### src/rtl/bcd_conv_pkg.sv
package bcd_conv_pkg;

    // A column value at or above this threshold is corrected before the shift
    localparam int unsigned FIX_MIN = 5;
    // Amount added to a corrected column
    localparam int unsigned FIX_ADD = 3;

    typedef enum logic {
        PH_IDLE = 1'b0,
        PH_RUN  = 1'b1
    } phase_e;

endpackage

### src/rtl/bcd_col_fix.sv
module bcd_col_fix
    import bcd_conv_pkg::*;
#(
    parameter int unsigned DIG_W = 4
) (
    input  logic [DIG_W-1:0] digit_i,
    output logic [DIG_W-1:0] digit_o
);

    always_comb begin
        if (digit_i >= DIG_W'(FIX_MIN)) begin
            digit_o = digit_i + DIG_W'(FIX_ADD);
        end else begin
            digit_o = digit_i;
        end
    end

endmodule

### src/rtl/bcd_shift_stage.sv
module bcd_shift_stage #(
    parameter int unsigned BIN_W   = 8,
    parameter int unsigned DIG_W   = 4,
    parameter int unsigned NUM_DIG = 3,
    localparam int unsigned SR_W   = NUM_DIG * DIG_W + BIN_W
) (
    input  logic [SR_W-1:0] sr_i,
    output logic [SR_W-1:0] sr_o
);

    logic [SR_W-1:0] fixed;

    // The binary part passes through without correction
    assign fixed[BIN_W-1:0] = sr_i[BIN_W-1:0];

    // One correction cell per decimal column
    for (genvar g = 0; g < NUM_DIG; g++) begin : g_col
        bcd_col_fix #(
            .DIG_W (DIG_W)
        ) u_fix (
            .digit_i (sr_i [BIN_W + g*DIG_W +: DIG_W]),
            .digit_o (fixed[BIN_W + g*DIG_W +: DIG_W])
        );
    end

    // Move the whole register one place to the left
    assign sr_o = {fixed[SR_W-2:0], 1'b0};

endmodule

### src/rtl/bcd_seq_conv.sv
module bcd_seq_conv
    import bcd_conv_pkg::*;
#(
    parameter int unsigned BIN_W  = 8,
    parameter int unsigned DIG_W  = 4,
    parameter int unsigned HUND_W = 2
) (
    input  logic              clk_i,
    input  logic              rst_i,
    input  logic              start_i,
    input  logic [BIN_W-1:0]  operand_i,
    output logic              busy_o,
    output logic              done_o,
    output logic [HUND_W-1:0] hund_o,
    output logic [DIG_W-1:0]  tens_o,
    output logic [DIG_W-1:0]  units_o
);

    localparam int unsigned NUM_DIG = 3;
    localparam int unsigned SR_W    = NUM_DIG * DIG_W + BIN_W;
    localparam int unsigned CNT_W   = (BIN_W > 1) ? $clog2(BIN_W) : 1;
    localparam int unsigned UNI_LSB = BIN_W;
    localparam int unsigned TEN_LSB = BIN_W + DIG_W;
    localparam int unsigned HUN_LSB = BIN_W + 2 * DIG_W;

    typedef struct packed {
        phase_e             phase;
        logic [CNT_W-1:0]   cnt;
        logic [SR_W-1:0]    sr;
        logic               done;
        logic [HUND_W-1:0]  hund;
        logic [DIG_W-1:0]   tens;
        logic [DIG_W-1:0]   units;
    } state_t;

    state_t          s_d;
    state_t          s_q;
    logic [SR_W-1:0] sr_step;

    bcd_shift_stage #(
        .BIN_W   (BIN_W),
        .DIG_W   (DIG_W),
        .NUM_DIG (NUM_DIG)
    ) u_stage (
        .sr_i (s_q.sr),
        .sr_o (sr_step)
    );

    always_comb begin
        s_d      = s_q;
        s_d.done = 1'b0;
        case (s_q.phase)
            PH_IDLE: begin
                if (start_i) begin
                    s_d.sr    = {{(SR_W-BIN_W){1'b0}}, operand_i};
                    s_d.cnt   = '0;
                    s_d.phase = PH_RUN;
                end
            end
            PH_RUN: begin
                s_d.sr  = sr_step;
                s_d.cnt = s_q.cnt + CNT_W'(1);
                if (s_q.cnt == CNT_W'(BIN_W - 1)) begin
                    s_d.phase = PH_IDLE;
                    s_d.done  = 1'b1;
                    s_d.hund  = sr_step[HUN_LSB +: HUND_W];
                    s_d.tens  = sr_step[TEN_LSB +: DIG_W];
                    s_d.units = sr_step[UNI_LSB +: DIG_W];
                end
            end
            default: s_d.phase = PH_IDLE;
        endcase
    end

    always_ff @(posedge clk_i) begin
        if (rst_i) begin
            s_q <= '0;
        end else begin
            s_q <= s_d;
        end
    end

    assign busy_o  = (s_q.phase == PH_RUN);
    assign done_o  = s_q.done;
    assign hund_o  = s_q.hund;
    assign tens_o  = s_q.tens;
    assign units_o = s_q.units;

endmodule

### config.mk
export PLATFORM = sky130hd
export DESIGN_NAME = bcd_seq_conv
export DESIGN_NICKNAME = d
export VERILOG_FILES = /design/src/rtl/bcd_conv_pkg.sv /design/src/rtl/bcd_col_fix.sv /design/src/rtl/bcd_shift_stage.sv /design/src/rtl/bcd_seq_conv.sv
export SDC_FILE = /design/constraint.sdc
export NUM_CORES = 1
export LEC_CHECK = 0
export ABC_AREA = 1
export CORE_UTILIZATION = 35
export DETAILED_ROUTE_END_ITERATION = 8
export GPL_TIMING_DRIVEN = 0
export HOLD_SLACK_MARGIN = 0.12
export MAX_ROUTING_LAYER = met4
export PLACE_DENSITY_LB_ADDON = 0.25
export SYNTH_ARGS = -nofsm -noshare
export SYNTH_HDL_FRONTEND = slang
export SYNTH_SLANG_ARGS = --single-unit
### constraint.sdc
create_clock -name clk_i -period 1.6 [get_ports clk_i]
set_input_delay 0.48 -clock clk_i [delete_from_list [all_inputs] [get_ports clk_i]]
set_output_delay 0.48 -clock clk_i [all_outputs]
set_load 0.02 [all_outputs]
After elaboration in Yosys (flattened, before gate mapping). Index checks and enable logic that the tools add are counted.

Memory bits (read-only): 0. Register bits: 35. Input bits: 11. Word-level logic and storage cells: 26. Output and inout bits: 12. Bits in writable memories: 0. Bits in latches: 0. Memories kept: 0.

Div/mod/pow operators: 0. Reduce and logical (&&, ||, !) cells: 2. Shift operators: 0. Multiply operators: 0. Eq/ne operators: 2. Magnitude comparators: 3. Add/subtract/negate cells: 4. Bitwise operators: 1. Multiplexer cells: 7.

Operator list (count): 24-bit case mux with 2 select lines (1); 24-bit two-way mux (1); 4-bit by 3-bit greater-or-equal comparator with 1-bit output, second input constant (3); 11-bit two-way mux (1); 4-bit by 2-bit adder with 4-bit output, second input constant (2); 4-bit two-way mux (2); 3-bit by 1-bit adder with 3-bit output, second input constant (1); 3-bit by 2-bit adder with 3-bit output, second input constant (1); 3-bit equality test, second input constant (1); 3-bit two-way mux (1); 2-bit != test, second input constant (1); 2-bit AND reduction (1); 2-bit OR reduction (1); 1-bit two-way mux (1); 1-bit inverter (1).

Logic depth before layout (Yosys ltp).
Depth in word-level cells: 3. Mapped depth: 8. Depth with buffers taken out: 8.

Modules after synthesis. A second synthesis with hierarchy kept.

Cell total of the unflattened synthesis: 268. Area total of the unflattened synthesis: 1934.4 um^2.

Modules (own cells, without submodules): bcd_seq_conv (seq. area each 700.7 um^2, instances 1, area an instance 1457.6 um^2, cells each 189); bcd_col_fix (seq. area each 0.0 um^2, instances 3, area an instance 135.1 um^2, cells each 23); bcd_shift_stage (seq. area each 0.0 um^2, instances 1, area an instance 71.3 um^2, cells each 10).

Worst setup path before layout. No wires, ideal clock.

Path kind: register -> register. Start: register s_q[19] in the netlist's numbering. End: register s_q[21] in the netlist's numbering. Arrival time: 1085 ps. Cell stages (with the launch flop): 9. Setup time: 132 ps. Path slack: 383 ps. Data required time: 1468 ps. Buffers on the path: 0. Clock period less this slack: 1217 ps. Cell sequence: dfxtp_1 inv_1 ha_1 inv_2 nand2_1 nand3_1 nand2_1 nand3_1 a21oi_1.

Word-level cells in the longest chain between the ends: 3. Elaborated cells between the ends (all ways): 4. Those cells by class: 1 x add/sub; 1 x order compare; 2 x mux.

RTL lines: start: declaration (RTL line bcd_seq_conv.sv:37) `state_t s_q;`; start signal: assignment (RTL line bcd_seq_conv.sv:77) `s_q <= '0;`; start signal: assignment (RTL line bcd_seq_conv.sv:79) `s_q <= s_d;`; 4-bit by 2-bit adder with 4-bit output / 4-bit by 3-bit greater-or-equal comparator with 1-bit output (equally long branches) (RTL line bcd_col_fix.sv:12, bcd_col_fix.sv:11); 4-bit two-way mux * (RTL line bcd_col_fix.sv:11) `if (digit_i >= DIG_W'(FIX_MIN)) begin`; 24-bit case mux with 2 select lines * (RTL line bcd_seq_conv.sv:52) `case (s_q.phase)`.

Every way passes the cells marked *; elsewhere a longest branch is shown, timed or not. A chain may end at the register's enable or synchronous reset.

Final worst setup path.
Start: register s_q (netlist bit busy_o). End: output busy_o.

RTL lines: end: declaration (RTL line bcd_seq_conv.sv:12) `output logic busy_o,`.

No word-level cell between the ends.

==> results.py <==
metrics = {
    "timing": {
        "fin_crit_sh": 0.958,
        "rsz0062_at_grt": "no",
        "setup_violations": 0,
        "setup-tns-final_ns": 0,
        "worstMarginPinSlew_ns": 0.478,
        "drv_slew": 0,
        "fmax_mhz": 652,
        "hold_viol": 0,
        "period_minus_slack_ns": 1.53,
        "slew_headroom": 0.682,
        "skew_ns": 0.00452,
        "whs_ns": 0.450,
    },
    "global_route": {
        "grt_max_degree": 12,
        "grt_pass1_vias": 1357,
        "grt_remaining_overflow": 0,
        "grt_first_pass_wirelength_mm": 5.89,
        "grt_util_met2": 0.256,
        "antenna_found_initial": 0,
        "grtUsageTotal": 0.153,
        "use_met3": 0.0352,
        "top_usage_layer": "met2",
        "use_met1": 0.179,
    },
    "critical_path": {
        "crit_start": "busy_o",
        "end_kind": "output port",
        "worst_path_max_delay_cell": "dfxtp_2",
        "timing.rr.start": "s_q[23]",
        "path_class": "reg2out",
        "crit_path_start_kind": "register",
        "critPathMaxStageDelay_ns": 0.42,
        "cp_cell_sequence": "dlygate4sd2_1",
        "worstPathArrival_ns": 1.05,
        "critical_path.top_delay_family": "flip-flops",
        "worstPathMaxFanout": 7,
        "cp.required_ns": 1.12,
        "path_buf_inv": 1,
    },
    "placed_design": {
        "gp_congestion": 0.800,
        "placed_area_mm2": 0.00195,
        "portBuffers": 21,
        "dp_hpwl_mm": 2.30,
        "dp.cells": 306,
    },
    "pwr": {
        "clkPwrFrac": 0.442,
        "switchingPower_uw": 397,
        "p_leak_uw": 0.00102,
        "switching_share": 0.216,
        "p_int_uw": 1440,
        "p_seq_frac": 0.490,
        "power_density_mw_per_mm2": 894,
        "vdd_drop_max_mv": 0.568,
        "pwr-share-comb": 0.067,
    },
    "die": {
        "num_rows": 24,
        "floorplan.initialDensity": 0.375,
        "dieHeight_um": 71.3,
        "core_mm2": 0.00447,
        "design.die.area_mm2": 0.00508,
        "die_w_um": 71.3,
        "io-pin-count": 23,
    },
    "layout": {
        "utilization": 0.460,
        "fill_cells": 468,
        "fin_cells": 314,
        "drive_gt1_frac": 0.126,
        "finalNetCount": 280,
        "antennaDiodeCount": 0,
        "area_growth_pct": 22.6,
        "final_area_mm2": 0.00206,
    },
    "yosys": {
        "netlist_instances": 233,
        "ys_ff_latch": 35,
        "synth_edf_count": 0,
        "synth_area_per_cell_um2": 7.21,
        "yosysMostFrequentCell": "nand2_1",
        "syn_nets": 252,
        "seq_area_frac_synth": 0.417,
        "synth_warnings": 0,
        "synth_top_area_share": 0.417,
        "yosysTopAreaCell": "dfxtp_1",
        "async_flop_share": 0,
        "yosys-top-cells-count": "nand2_1 (82), dfxtp_1 (35), nand3_1 (28)",
        "netlist_area_mm2": 0.00168,
        "ys_types": 21,
        "synth_area_leaders": "dfxtp_1 (42%), nand2_1 (18%), nand3_1 (8.3%)",
        "synthFlopType": "dfxtp_1",
    },
    "clocking": {
        "clock_latency_ns": 0.28,
        "clkTransAtPathRegs_ns": 0.07,
        "cts_sinks": 35,
        "cts.htree.levels": 2,
        "cts_root_buffer": "clkbuf_8",
        "post_cts_buffers": 0,
        "cts_tree": "yes",
        "numCtsBuffers": 5,
        "cts_buffer_depth": 2,
    },
    "job": {
        "cap_viol_max_count": 0,
    },
    "status": {
        "status": "finished with violations",
        "violations": "design-rule violations",
    },
    "worst_hold_path": {
        "hp-class": "reg2reg",
        "hp-start": "units_o[1]",
    },
    "route": {
        "wl_mm": 3.33,
        "viasPerCell": 4.71,
        "initialDrtViolationCount": 73,
        "via_count": 1478,
        "drt-pass1-iter-count": 6,
        "drc": 3,
        "ant_nets": 0,
        "post_drt_wl_per_cell_um": 10.6,
    },
}
-- sequential cells by signal (all words and copies together), names as in the netlist --
name     flops
hund_o       2
done_o       1
tens_o       4
busy_o       1
units_o      4
s_q         23
-- path summary, 6_finish.rpt --
| kind | to | slack [ns] | cells after the start |
|---|---|---|---|
| setup / recovery | busy_o | 0.07 | 1 |
| hold / removal | units_o[1] | 0.45 | 2 |
| setup reg to reg | s_q[24] | 0.18 | 8 |
| hold reg to reg | units_o[1] | 0.45 | 2 |
-- layout make-up --
class,instances,area (µm²),share of cell area
sequential,35,702,0.341
multi-input combinational,156,768,0.373
inverter,25,93.8,0.0456
clock buffer,6,82.6,0.0401
buffer,17,116,0.0565
clock inverter,2,35.0,0.0170
timing repair buffer,21,195,0.0948
tap,52,65.1,0.0316
-- routing by layer --
| layer | vias to the layer above | wire length, µm |
|---|---|---|
| li1 | 795 | - |
| met4 | 0 | 34 |
| met3 | 4 | 185 |
| met5 | - | 0 |
| met1 | 639 | 1600 |
| met2 | 40 | 1500 |
-- cell usage in the layout, fill, tap and decap left out, types with 6 or more instances in the layout --
| cell | n |
|---|---|
| inv_1 | 21 |
| dfxtp_1 | 34 |
| buf_4 | 13 |
| clkdlybuf4s50_1 | 9 |
| a21oi_1 | 16 |
| clkbuf_8 | 6 |
| nand2_1 | 82 |
| dlygate4sd2_1 | 12 |
| nand4_1 | 6 |
| ha_1 | 8 |
| nand3_1 | 28 |
-- cells by family after synthesis --
kind of cell / Yosys count / share of synthesized area
AOI/OAI and AO/OA: 25 / 0.0857
adders and majority gates: 8 / 0.0596
buffers and inverters: 42 / 0.125
DFF: 35 / 0.417
and+or+nand+nor: 123 / 0.312
-- timing repair --
| item | CTS | global route |
|---|---|---|
| setup endpoints to repair | 12 | 0 |
| gates resized for setup | 13 | 0 |
| hold buffers | 0 | 0 |
| endpoints found under the hold margin | 0 | 0 |
-- metrics by stage --
stage                     power, µW  setup slack, ns
after global routing           1910           0.0327
after detailed placement       1050          -0.0380
after global placement         1050          -0.0411
final                          1840           0.0665
after floorplan                 994            0.383
after CTS                      1870           0.0539
-- power by group through the flow --
stage | Sequential (µW) | Combinational, µW | Clock, µW
final | 902 | 124 | 814
after global routing | 903 | 139 | 867
after CTS | 902 | 125 | 841
after detailed placement | 921 | 126 | 0
after global placement | 921 | 126 | 0
after floorplan | 920 | 73.9 | 0
-- worst reg2reg max path: cells and delay by family (launching register included) --
kind	cells	cell delay, ns
adder cells (fa/ha/maj)	1	0.21
AO/OA/AOI/OAI	1	0.06
AND/OR/NAND/NOR	4	0.46
flip-flops	1	0.40
buffers and inverters	2	0.15
(Power assumes the default switching activity.)
